## src/rtl/rng_ctl_pkg.sv

```systemverilog
package rng_ctl_pkg;
    typedef enum logic [1:0] {
        ST_IDLE     = 2'd0,
        ST_SELFTEST = 2'd1,
        ST_SEEDING  = 2'd2
    } op_state_e;

    localparam logic [2:0] WA_IDENT  = 3'd0;
    localparam logic [2:0] WA_CMD    = 3'd1;
    localparam logic [2:0] WA_CTRL   = 3'd2;
    localparam logic [2:0] WA_STATUS = 3'd3;
    localparam logic [2:0] WA_ERR    = 3'd4;
    localparam logic [2:0] WA_QUEUE  = 3'd5;

    localparam int CB_TEST    = 0;
    localparam int CB_SEED    = 1;
    localparam int CB_CLR_INT = 4;
    localparam int CB_CLR_ERR = 5;

    localparam int KB_AUTO      = 4;
    localparam int KB_MASK_DONE = 5;
    localparam int KB_MASK_ERR  = 6;

    localparam int SB_TEST_DONE = 4;
    localparam int SB_SEED_DONE = 5;
    localparam int SB_LEVEL     = 8;
    localparam int SB_ERR       = 16;

    localparam logic [31:0] ERR_STAT_FAIL = 32'h0000_0008;
endpackage

```

## src/rtl/rng_ctl_seq.sv

```systemverilog
module rng_ctl_seq
    import rng_ctl_pkg::*;
#(
    parameter int OP_CYCLES = 64
) (
    input  logic clk,
    input  logic rst_n,
    input  logic start_test,
    input  logic start_seed,
    output logic idle,
    output logic fin_test,
    output logic fin_seed
);
    localparam int CW = $clog2(OP_CYCLES + 1);
    localparam logic [CW-1:0] LOAD = CW'(OP_CYCLES - 1);

    op_state_e     state_q, state_d;
    logic [CW-1:0] cnt_q, cnt_d;

    always_ff @(posedge clk or negedge rst_n) begin
        if (!rst_n) begin
            state_q <= ST_IDLE;
            cnt_q   <= '0;
        end else begin
            state_q <= state_d;
            cnt_q   <= cnt_d;
        end
    end

    always_comb begin
        state_d = state_q;
        cnt_d   = cnt_q;
        unique case (state_q)
            ST_IDLE: begin
                if (start_test) begin
                    state_d = ST_SELFTEST;
                    cnt_d   = LOAD;
                end else if (start_seed) begin
                    state_d = ST_SEEDING;
                    cnt_d   = LOAD;
                end
            end
            ST_SELFTEST, ST_SEEDING: begin
                if (cnt_q == '0) state_d = ST_IDLE;
                else             cnt_d   = cnt_q - 1'b1;
            end
            default: state_d = ST_IDLE;
        endcase
    end

    always_comb begin
        idle     = 1'b0;
        fin_test = 1'b0;
        fin_seed = 1'b0;
        unique case (state_q)
            ST_IDLE:     idle     = 1'b1;
            ST_SELFTEST: fin_test = (cnt_q == '0);
            ST_SEEDING:  fin_seed = (cnt_q == '0);
            default:     idle     = 1'b0;
        endcase
    end

    // a running operation holds its state until its counter expires
    assert_busy_holds_R3: assert property (@(posedge clk) disable iff (!rst_n)
        (state_q != ST_IDLE && cnt_q != '0) |=> state_q == $past(state_q));
    // finishing always returns to idle
    assert_finish_idles_R3: assert property (@(posedge clk) disable iff (!rst_n)
        (fin_test || fin_seed) |=> state_q == ST_IDLE);
endmodule

```

## src/rtl/rng_ctl_lfsr.sv

```systemverilog
module rng_ctl_lfsr #(
    parameter int          WIDTH = 32,
    parameter logic [31:0] TAPS  = 32'h8020_0003,
    parameter logic [31:0] INIT  = 32'h1D87_2B41
) (
    input  logic             clk,
    input  logic             rst_n,
    input  logic             step,
    output logic [WIDTH-1:0] value
);
    logic [WIDTH-1:0] st_q;

    always_ff @(posedge clk or negedge rst_n) begin
        if (!rst_n)    st_q <= INIT[WIDTH-1:0];
        else if (step) st_q <= {1'b0, st_q[WIDTH-1:1]} ^ (st_q[0] ? TAPS[WIDTH-1:0] : '0);
    end

    assign value = st_q;

    // the generator never reaches the all-zero lock-up state
    assert_lfsr_nonzero_R6: assert property (@(posedge clk) disable iff (!rst_n)
        st_q != '0);
endmodule

```

## src/rtl/rng_ctl_fifo.sv

```systemverilog
module rng_ctl_fifo #(
    parameter int DEPTH = 16,
    parameter int WIDTH = 32
) (
    input  logic             clk,
    input  logic             rst_n,
    input  logic             refill_en,
    input  logic             pop_req,
    input  logic [WIDTH-1:0] gen_word,
    output logic             push,
    output logic             pop,
    output logic [WIDTH-1:0] head,
    output logic [$clog2(DEPTH+1)-1:0] level
);
    localparam int PW = $clog2(DEPTH);
    localparam int LW = $clog2(DEPTH + 1);

    logic [WIDTH-1:0] mem [DEPTH];
    logic [PW-1:0]    rd_ptr, wr_ptr;
    logic [LW-1:0]    lvl_q;

    assign push  = refill_en && (lvl_q < LW'(DEPTH));
    assign pop   = pop_req && (lvl_q != '0);
    assign head  = (lvl_q != '0) ? mem[rd_ptr] : '0;
    assign level = lvl_q;

    always_ff @(posedge clk) begin
        if (push) mem[wr_ptr] <= gen_word;
    end

    always_ff @(posedge clk or negedge rst_n) begin
        if (!rst_n) begin
            rd_ptr <= '0;
            wr_ptr <= '0;
            lvl_q  <= '0;
        end else begin
            if (push) wr_ptr <= (wr_ptr == PW'(DEPTH - 1)) ? '0 : wr_ptr + 1'b1;
            if (pop)  rd_ptr <= (rd_ptr == PW'(DEPTH - 1)) ? '0 : rd_ptr + 1'b1;
            unique case ({push, pop})
                2'b10:   lvl_q <= lvl_q + 1'b1;
                2'b01:   lvl_q <= lvl_q - 1'b1;
                default: lvl_q <= lvl_q;
            endcase
        end
    end

    // level never exceeds the queue depth
    assert_level_bound_R5: assert property (@(posedge clk) disable iff (!rst_n)
        lvl_q <= LW'(DEPTH));
    // reading an empty queue without a refill leaves it empty
    assert_empty_pop_R5: assert property (@(posedge clk) disable iff (!rst_n)
        (pop_req && lvl_q == '0 && !refill_en) |=> lvl_q == '0);
endmodule

```

## src/rtl/rng_ctl.sv

```systemverilog
module rng_ctl
    import rng_ctl_pkg::*;
#(
    parameter int          OP_CYCLES    = 64,
    parameter int          DEPTH        = 16,
    parameter int          RESEED_WORDS = 1 << 20,
    parameter logic [3:0]  DEV_TYPE     = 4'd2,
    parameter logic [7:0]  REV_MAJOR    = 8'd1,
    parameter logic [7:0]  REV_MINOR    = 8'd3
) (
    input  logic        clk,
    input  logic        rst_n,
    input  logic        wr_en,
    input  logic        rd_en,
    input  logic [4:0]  addr,
    input  logic [31:0] wdata,
    output logic [31:0] rdata,
    output logic        irq,
    input  logic        inject_err
);
    localparam int LW = $clog2(DEPTH + 1);
    localparam int RW = $clog2(RESEED_WORDS + 1);

    logic          aligned;
    logic [2:0]    widx;
    logic          cmd_wr, ctrl_wr, q_rd;
    logic          go_test, go_seed, clr_int, clr_err;
    logic          seq_idle, fin_test, fin_seed, op_fin;
    logic          done_test_q, done_seed_q, err_q, seeded_q, auto_pend_q;
    logic          auto_en_q, mask_done_q, mask_err_q;
    logic [RW-1:0] served_q;
    logic          refill_en, push, pop;
    logic [31:0]   gen_word, head;
    logic [LW-1:0] level;
    logic          unused_wdata;

    assign unused_wdata = ^{wdata[31:7], wdata[3:2]};
    assign aligned  = (addr[1:0] == 2'b00);
    assign widx     = addr[4:2];
    assign cmd_wr   = wr_en && aligned && widx == WA_CMD;
    assign ctrl_wr  = wr_en && aligned && widx == WA_CTRL;
    assign q_rd     = rd_en && aligned && widx == WA_QUEUE;
    assign go_test  = cmd_wr && wdata[CB_TEST];
    assign go_seed  = (cmd_wr && wdata[CB_SEED]) || auto_pend_q;
    assign clr_int  = cmd_wr && wdata[CB_CLR_INT];
    assign clr_err  = cmd_wr && wdata[CB_CLR_ERR];
    assign op_fin   = fin_test || fin_seed;
    assign refill_en = seeded_q && !err_q && seq_idle;

    rng_ctl_seq #(.OP_CYCLES(OP_CYCLES)) u_seq (
        .clk(clk), .rst_n(rst_n),
        .start_test(go_test), .start_seed(go_seed),
        .idle(seq_idle), .fin_test(fin_test), .fin_seed(fin_seed)
    );

    rng_ctl_lfsr #(.WIDTH(32)) u_gen (
        .clk(clk), .rst_n(rst_n), .step(push), .value(gen_word)
    );

    rng_ctl_fifo #(.DEPTH(DEPTH), .WIDTH(32)) u_queue (
        .clk(clk), .rst_n(rst_n), .refill_en(refill_en), .pop_req(q_rd),
        .gen_word(gen_word), .push(push), .pop(pop), .head(head), .level(level)
    );

    always_ff @(posedge clk or negedge rst_n) begin
        if (!rst_n) begin
            auto_en_q   <= 1'b0;
            mask_done_q <= 1'b1;
            mask_err_q  <= 1'b1;
        end else if (ctrl_wr) begin
            auto_en_q   <= wdata[KB_AUTO];
            mask_done_q <= wdata[KB_MASK_DONE];
            mask_err_q  <= wdata[KB_MASK_ERR];
        end
    end

    always_ff @(posedge clk or negedge rst_n) begin
        if (!rst_n) begin
            done_test_q <= 1'b0;
            done_seed_q <= 1'b0;
            err_q       <= 1'b0;
            seeded_q    <= 1'b0;
        end else begin
            if (clr_err) begin
                done_test_q <= 1'b0;
                done_seed_q <= 1'b0;
                err_q       <= 1'b0;
            end else if (clr_int && !err_q) begin
                done_test_q <= 1'b0;
                done_seed_q <= 1'b0;
            end
            if (fin_test) done_test_q <= 1'b1;
            if (fin_seed) done_seed_q <= 1'b1;
            if (op_fin && inject_err) err_q <= 1'b1;
            if (fin_seed && !inject_err) seeded_q <= 1'b1;
        end
    end

    always_ff @(posedge clk or negedge rst_n) begin
        if (!rst_n) begin
            served_q    <= '0;
            auto_pend_q <= 1'b0;
        end else begin
            if (auto_pend_q && seq_idle) auto_pend_q <= 1'b0;
            if (pop && auto_en_q) begin
                if (served_q == RW'(RESEED_WORDS - 1)) begin
                    served_q    <= '0;
                    auto_pend_q <= 1'b1;
                end else begin
                    served_q <= served_q + 1'b1;
                end
            end
        end
    end

    assign irq = ((done_test_q || done_seed_q) && !mask_done_q) || (err_q && !mask_err_q);

    always_comb begin
        rdata = '0;
        if (aligned) begin
            unique case (widx)
                WA_IDENT:  rdata = {DEV_TYPE, 12'd0, REV_MAJOR, REV_MINOR};
                WA_CTRL:   rdata[KB_MASK_ERR:KB_AUTO] = {mask_err_q, mask_done_q, auto_en_q};
                WA_STATUS: begin
                    rdata[SB_TEST_DONE]        = done_test_q;
                    rdata[SB_SEED_DONE]        = done_seed_q;
                    rdata[SB_LEVEL +: LW]      = level;
                    rdata[SB_ERR]              = err_q;
                end
                WA_ERR:    rdata = err_q ? ERR_STAT_FAIL : '0;
                WA_QUEUE:  rdata = head;
                default:   rdata = '0;
            endcase
        end
    end

    // an unmasked latched error always drives the interrupt
    assert_err_irq_R7: assert property (@(posedge clk) disable iff (!rst_n)
        (err_q && !mask_err_q) |-> irq);
    // the queue level never rises while an error is latched
    assert_no_refill_on_err_R8: assert property (@(posedge clk) disable iff (!rst_n)
        err_q |=> level <= $past(level));
    // clear-interrupt cannot drop done flags while an error is latched
    assert_clrint_blocked_R9: assert property (@(posedge clk) disable iff (!rst_n)
        (clr_int && !clr_err && err_q) |=>
            (done_test_q == $past(done_test_q) && done_seed_q == $past(done_seed_q)));
    // clear-error wipes the error unless a failing operation ends at once
    assert_clrerr_R10: assert property (@(posedge clk) disable iff (!rst_n)
        (clr_err && !(op_fin && inject_err)) |=> !err_q);
endmodule

```

## config.mk

```make
export PLATFORM = sky130hd
export DESIGN_NAME = rng_ctl
export DESIGN_NICKNAME = d
export VERILOG_FILES = /design/src/rtl/rng_ctl_pkg.sv /design/src/rtl/rng_ctl_seq.sv /design/src/rtl/rng_ctl_lfsr.sv /design/src/rtl/rng_ctl_fifo.sv /design/src/rtl/rng_ctl.sv
export SDC_FILE = /design/constraint.sdc
export NUM_CORES = 1
export LEC_CHECK = 0
export BUFFER_PORTS_ARGS = -buffer_cell sky130_fd_sc_hd__buf_2
export CORE_UTILIZATION = 50
export DETAILED_ROUTE_END_ITERATION = 8
export GPL_ROUTABILITY_DRIVEN = 0
export PLACE_DENSITY = 0.78
export SLEW_MARGIN = 20
export SYNTH_ARGS = -nofsm -noshare
export SYNTH_HDL_FRONTEND = slang
export SYNTH_HIERARCHICAL = 1
export SYNTH_SLANG_ARGS = --single-unit
export TNS_END_PERCENT = 5
```

## constraint.sdc

```tcl
create_clock -name clk -period 6.1 [get_ports clk]
set_input_delay 0.305 -clock clk [delete_from_list [all_inputs] [get_ports clk]]
set_output_delay 0.305 -clock clk [all_outputs]
set_load 0.05 [all_outputs]
```

# Yosys cells after proc, flatten, opt, wreduce, memory -nomap -nowiden
# Memories as Yosys holds them, arrays and structs flattened.
# Cells that the tools add are included.
# word_totals
reg_bits	83
ramBits	512
input_bits	42
out_inout_bits	33
elab_cells	118
memories	1
# op_classes
addsub	6
n_lt_le_gt_ge	1
eq_ne	15
muxes	38
n_bitwise	1
n_reduce_logical	41
# memory_table
memory	words	word_bits	rd	rd_clocked_by_memory_dff	write_ports	line	text
u_queue.mem	16	32	1	0	1	rng_ctl_fifo.sv:18	logic [WIDTH-1:0] mem [DEPTH];
# op_table
operator	count
$mux W32	3
$pmux W15 S3	1
$xor A31 B32 Y32	1
$add A21 B1 Y21 const B	1
$eq A21 B20 Y1 const B	1
$mux W21	1
$mux W7	3
$logic_and A1 B1 Y1	20
$pmux W5 S4	1
$mux W1	14
$pmux W7 S2	1
$mux W4	3
$pmux W4 S3	1
$pmux W5 S2	1
$add A4 B1 Y4 const B	2
$eq A4 B4 Y1 const B	2
$pmux W2 S4	1
$logic_not A7 Y1	1
$sub A7 B1 Y7 const B	1
$eq A3 B2 Y1 const B	2
$eq A3 B3 Y1 const B	2
$mux W2	3
$pmux W1 S3	2
$pmux W3 S2	1
other kinds (21)	33

# Depth between registers and ports, before layout
# logic_depth
word_depth	8
depth_mapped	13
mapped_depth_nobuf	12

# Cells and area by module
# The synthesis kept the hierarchy.
# modules_own_cells
module	n_inst	cells_per_inst	area_per_inst_um2	seq_area_each_um2
rng_ctl_fifo	1	944	20552.2	15700.1
rng_ctl	1	200	1761.7	728.2
rng_ctl_lfsr	1	73	1348.8	818.3
rng_ctl_seq	1	63	578.1	225.2

# Worst setup path before layout
# OpenSTA, ideal clock, no wires.
# synth_path
kind	input-to-reg
startpoint	in addr[4]
endpoint	reg u_queue.lvl_q[4], in the netlist u_queue/level[4]
setup_ns	0.123
t_arrival_ns	2.771
t_required_ns	5.977
slack_ns	3.207
stages	13
n_path_buf	1
cell_sequence	nor2b_1 > and2_0 > and3_1 > a21bo_2 > inv_1 > ha_1 > clkbuf_1 > xor2_1 > ha_1 > o211a_1 > o31ai_1 > a21oi_1 > xnor2_1
# synth_between
elab_chain_cells	5
elab_cells_between_ends	7
cone_classes	eq/ne: 3; mux: 1; reduce/logical: 3
# synth_rtl
item	line	text
from (decl)	rng_ctl.sv:15	input logic [4:0] addr,
$eq A3 B3 Y1 (*)	rng_ctl.sv:42	assign q_rd = rd_en && aligned && widx == WA_QUEUE;
$logic_and A1 B1 Y1 (*)	rng_ctl.sv:42	
via q_rd	rng_ctl.sv:26	logic cmd_wr, ctrl_wr, q_rd;
$logic_and A1 B1 Y1 (*)	rng_ctl_fifo.sv:23	assign pop = pop_req && (lvl_q != '0);
via pop	rng_ctl.sv:32	logic refill_en, push, pop;
$eq A2 B1 Y1 / $eq A2 B2 Y1 (equally long branches)	rng_ctl_fifo.sv:39	unique case ({push, pop})
$pmux W5 S2 / $reduce_bool A2 Y1 (equally long branches)	--	
to (signal assigned)	rng_ctl_fifo.sv:40	2'b10: lvl_q <= lvl_q + 1'b1;
to (signal assigned)	rng_ctl_fifo.sv:41	2'b01: lvl_q <= lvl_q - 1'b1;
to (signal assigned)	rng_ctl_fifo.sv:42	default: lvl_q <= lvl_q;
to (decl)	rng_ctl_fifo.sv:20	logic [LW-1:0] lvl_q;
# Mark *: on every way through the listed nets, which the timed path passes. The rest lies on a longest branch.
# A chain may end at the register's enable or synchronous reset.

# Final worst setup path
# layout_path
startpoint	reg u_queue.rd_ptr[2]
endpoint	out rdata[0]
# layout_between
elab_chain_cells	4
# layout_rtl
item	line	text
from (decl)	rng_ctl_fifo.sv:19	logic [PW-1:0] rd_ptr, wr_ptr;
from (signal assigned)	rng_ctl_fifo.sv:38	if (pop) rd_ptr <= (rd_ptr == PW'(DEPTH - 1)) ? '0 : rd_ptr + 1'b1;
$mem_v2 Z16 W32	--	
$mux W32	rng_ctl_fifo.sv:24	assign head = (lvl_q != '0) ? mem[rd_ptr] : '0;
via head[0]	rng_ctl.sv:33	logic [31:0] gen_word, head;
$pmux W4 S3	rng_ctl.sv:121	unique case (widx)
$mux W32	rng_ctl.sv:120	if (aligned) begin
to (decl)	rng_ctl.sv:17	output logic [31:0] rdata,
# The timed path passes the listed nets, and every way through them passes these cells.

==> impl_results.md <==
- Register Area: approximately 17000 um2
- Crit end category: primary output
- Initial core utilization: roughly half
- Congestion Overflow GR: 0
- Post-synth EDFFs: roughly 510
- TritonRoute pass-1 iters: 5
- Ratio of cells with drive above 1 in the final layout: 30.84%
- Core Rows: 80
- Crit path time final: 4.457 ns
- Sequential Power Share: a little over half
- Multi-input gate area: a little over 6000 um2
- R2R cell count: 6
- Chip width: ~220 um
- Final cycle utilization of the critical path: around three quarters
- Max VDD drop: between 0.3 and 0.4 mV
- Leak pwr: between 8 and 9 nW
- Wire length per cell: between 20 and 30 um
- Outcome: completed
- Die Y: 222.2 um
- Final hold vios: 0
- Post-cts resize count: 0
- Initial drt markers: ~1400
- Int Power: between 0.006 and 0.007 W
- Die area: 49370 um2
- Core Area: roughly 48000 um2
- Vias in the first global route: between 10000 and 15000
- Share of Yosys cell area claimed by the top area cell type: about 63%
- Worst Path Required: around 5.8 ns
- Unrepaired setup endpoints after global routing: no
- # setup viols final: 0
- Area leader, netlist: edfxtp_1
- PD cells: between 300 and 400 nW/um2
- Slew at the pin with the worst max-slew slack: between 1 and 1.5 ns
- Unique masters post-synth: 60
- Fmax achieved: ~220 MHz
- Final setup margin: between 1.5 and 2 ns
- CP startpoint: u_queue/rd_ptr[2]
- Longest Clk Path Bufs: 3
- Fin util: a little under three fifths
- Mapped Area: approximately 24000 um2
- Final HPWL DP: roughly 26000 um
- Post-synthesis cell count: approximately 1300
- FFs w/ async S/R, synth: 13.95%
- Post-placement setup slack: roughly 2.4 ns
- Area growth, synth to finish: 11.70%
- Hold Path Class: in2async
- Combinational cell fraction of total power: about 5.5%
- Switch Pwr: 0.001873 W
- DRC viols: 0
- Drt via density: between 6 and 7
- Initial antenna violation count: 2
- # diodes: 0
- Setup TNS: 0 ns
- H-tree depth: 2
- Worst Path Class, Setup: reg2out
- Worst Setup Start Kind: flip-flop
- Clock sinks: about 600
- Max cap viols: 0
- Reg2Reg Capture Point: u_queue/mem[5][19]
- Layout fillers: 3461
- Largest net degree at the start of global routing: 74
- Port Buffers: 47
- Clk pin slew, worst setup/hold paths: around 0.060 ns
- Syn Area/Cell: 18.94 um2
- Worst skew pair latency: about 0.62 ns
- Slew margin rel.: approximately 22%
- Post-layout nets: ~1400
- Top FF cell, synth: edfxtp_1
- Synthesis Warnings: 6
- CP arrival: about 4.2 ns
- CTS tree: done
- Main area contributors after synthesis: edfxtp_1 (63%), mux4_2 (12%), dfrtp_1 (6.9%), mux2_2 (2.0%), dfstp_2 (1.7%)
- Detail Route Antenna Nets: 0
- First-pass GRT wire length: slightly below 80000 um
- Crit path max fanout: 38
- FF-to-FF Start: u_seq/state_q[0]
- IO Count: 75
- Mapped Nets: approximately 1300
- Sequential element share of the synthesized area: 72.08%
- Seq cells post-synth: approximately 600
- Switching share of total power: ~22%
- Total CTS buffers: between 50 and 60
- Flop-to-flop setup slack: 2.96 ns
- Max Clock Skew: approximately 0.017 ns
- Slew Limit Fails: 0
- Total wire length: 51730 um
- Root buffer cell: clkbuf_16
- Overall routing resource usage: between 20% and 30%
- Vias: between 10000 and 15000
- Clock power frac: around two fifths
## area by class of cell
class / count / area share, %
sequential: 595 / 64.56
multi-input combinational: 546 / 22.82
clock buffer: 76 / 5.785
tap: 615 / 2.842
timing repair buffer: 74 / 1.733
clock inverter: 30 / 1.155
inverter: 80 / 1.109
## cells by family after synthesis
| family | Yosys count | share of synthesized area, % |
|---|---|---|
| flip-flops | 595 | 72.08 |
| multiplexers | 196 | 15.44 |
| adder cells (fa/ha/maj) | 15 | 0.7742 |
| AO/OA/AOI/OAI | 105 | 3.654 |
| XOR/XNOR | 25 | 0.9033 |
| buffers and inverters | 139 | 2.596 |
| AND/OR/NAND/NOR | 205 | 4.558 |
## critical path, cell delays in order, from the launching register on
cell and delay, ns:
dfrtp_2 0.38, buf_4 0.34, nand3b_1 0.92, buf_4 0.59
o221ai_1 0.64, nand3_1 0.17, a21oi_1 0.18, buf_2 0.28
## layout by cell type (no fill, tap or decap), types with 4 or more instances in the layout
master / netlist / routed
a21o_1: 6 / 6
a21oi_1: 18 / 17
a22oi_1: 8 / 8
a31oi_1: 9 / 9
and2_1: 22 / 7
and2_2: 0 / 16
and3_1: 24 / 24
buf_2: 18 / 46
buf_4: 0 / 21
bufinv_16: 0 / 5
clkbuf_1: 23 / 11
clkbuf_16: 0 / 56
clkbuf_8: 0 / 9
clkinv_2: 0 / 15
dfrtp_1: 67 / 64
dfstp_2: 16 / 16
dlygate4sd3_1: 0 / 5
edfxtp_1: 512 / 512
ha_1: 15 / 15
inv_1: 79 / 79
mux2_2: 43 / 43
mux2_4: 25 / 25
mux4_2: 128 / 128
nand2_1: 60 / 60
nand2b_1: 5 / 5
nand3_1: 21 / 20
nand4_1: 5 / 5
nor2_1: 23 / 22
nor2b_1: 4 / 4
nor3_1: 5 / 5
nor4_1: 5 / 5
o21ai_0: 13 / 13
o221ai_1: 10 / 10
o221ai_2: 23 / 23
o31ai_1: 6 / 6
or2_2: 6 / 6
or4_1: 4 / 4
xnor2_1: 18 / 18
xor2_1: 7 / 7
## routing by layer
layer | global-route usage, % | vias up | wire, um
met2 | 34.67 | 549 | 25270
li1 | - | 5220 | -
met1 | 29.07 | 6471 | 20740
met5 | 0 | - | 13
met4 | 7.863 | 2 | 1496
met3 | 4.099 | 99 | 4213
## registers in the layout, summed over array words and instances (netlist names)
signal	count
done_seed_q	1
err_q	1
u_queue/rd_ptr	4
done_test_q	1
u_queue/wr_ptr	4
served_q	21
u_queue/level	5
auto_en_q	1
u_seq/cnt_q	7
u_gen/value	32
mask_err_q	1
u_seq/state_q	2
auto_pend_q	1
u_queue/mem	512
seeded_q	1
mask_done_q	1
## synth_stat cells, drive strengths merged, types with 7 or more instances
cell type / n
and2: 23
clkbuf: 23
edfxtp: 512
inv: 80
o21ai: 15
a22oi: 8
nand3: 22
nor2: 23
ha: 15
dfrtp: 67
nand2: 60
mux2: 68
a31oi: 9
and3: 25
o221ai: 33
a21oi: 18
dfstp: 16
buf: 36
xnor2: 18
mux4: 128
xor2: 7
## per-stage QoR
step / hold WS [ns] / power [W] / area (um2) / cells
after floorplan: 0.009409 / 0.004935 / 24240 / 1280
after global placement: 0.1541 / 0.005057 / 25140 / 1905
after detailed placement: 0.1551 / 0.005062 / 25140 / 1905
after CTS: 0.04995 / 0.008564 / 27070 / 2016
after global routing: 0.07717 / 0.008750 / 27080 / 2016
final: 0.07179 / 0.008502 / 27080 / 2016
## worst max-delay path by stage
stage / to / slack (ns) / cells past startpoint
global placement: rdata[3] / 2.37 / 9
detailed placement: rdata[3] / 2.38 / 9
CTS: rdata[3] / 1.71 / 9
global route: rdata[3] / 1.50 / 9
finish: rdata[0] / 1.64 / 7
floorplan: u_queue/level[4] / 3.21 / 13
## power by group through the flow
stage / sequential (W) / clock (W) / combinational, W
after floorplan: 0.00448 / 0 / 0.000455
after global placement: 0.00459 / 0 / 0.000470
after detailed placement: 0.00459 / 0 / 0.000475
after CTS: 0.00450 / 0.00358 / 0.000479
after global routing: 0.00451 / 0.00374 / 0.000503
final: 0.00450 / 0.00353 / 0.000471
## repair_timing
item / in CTS / in global routing
endpoints found under the hold margin: 15 / 0
hold buffers: 5 / 0
setup buffers: 0 / 0
Note: power is estimated with default switching activity, not from simulation.
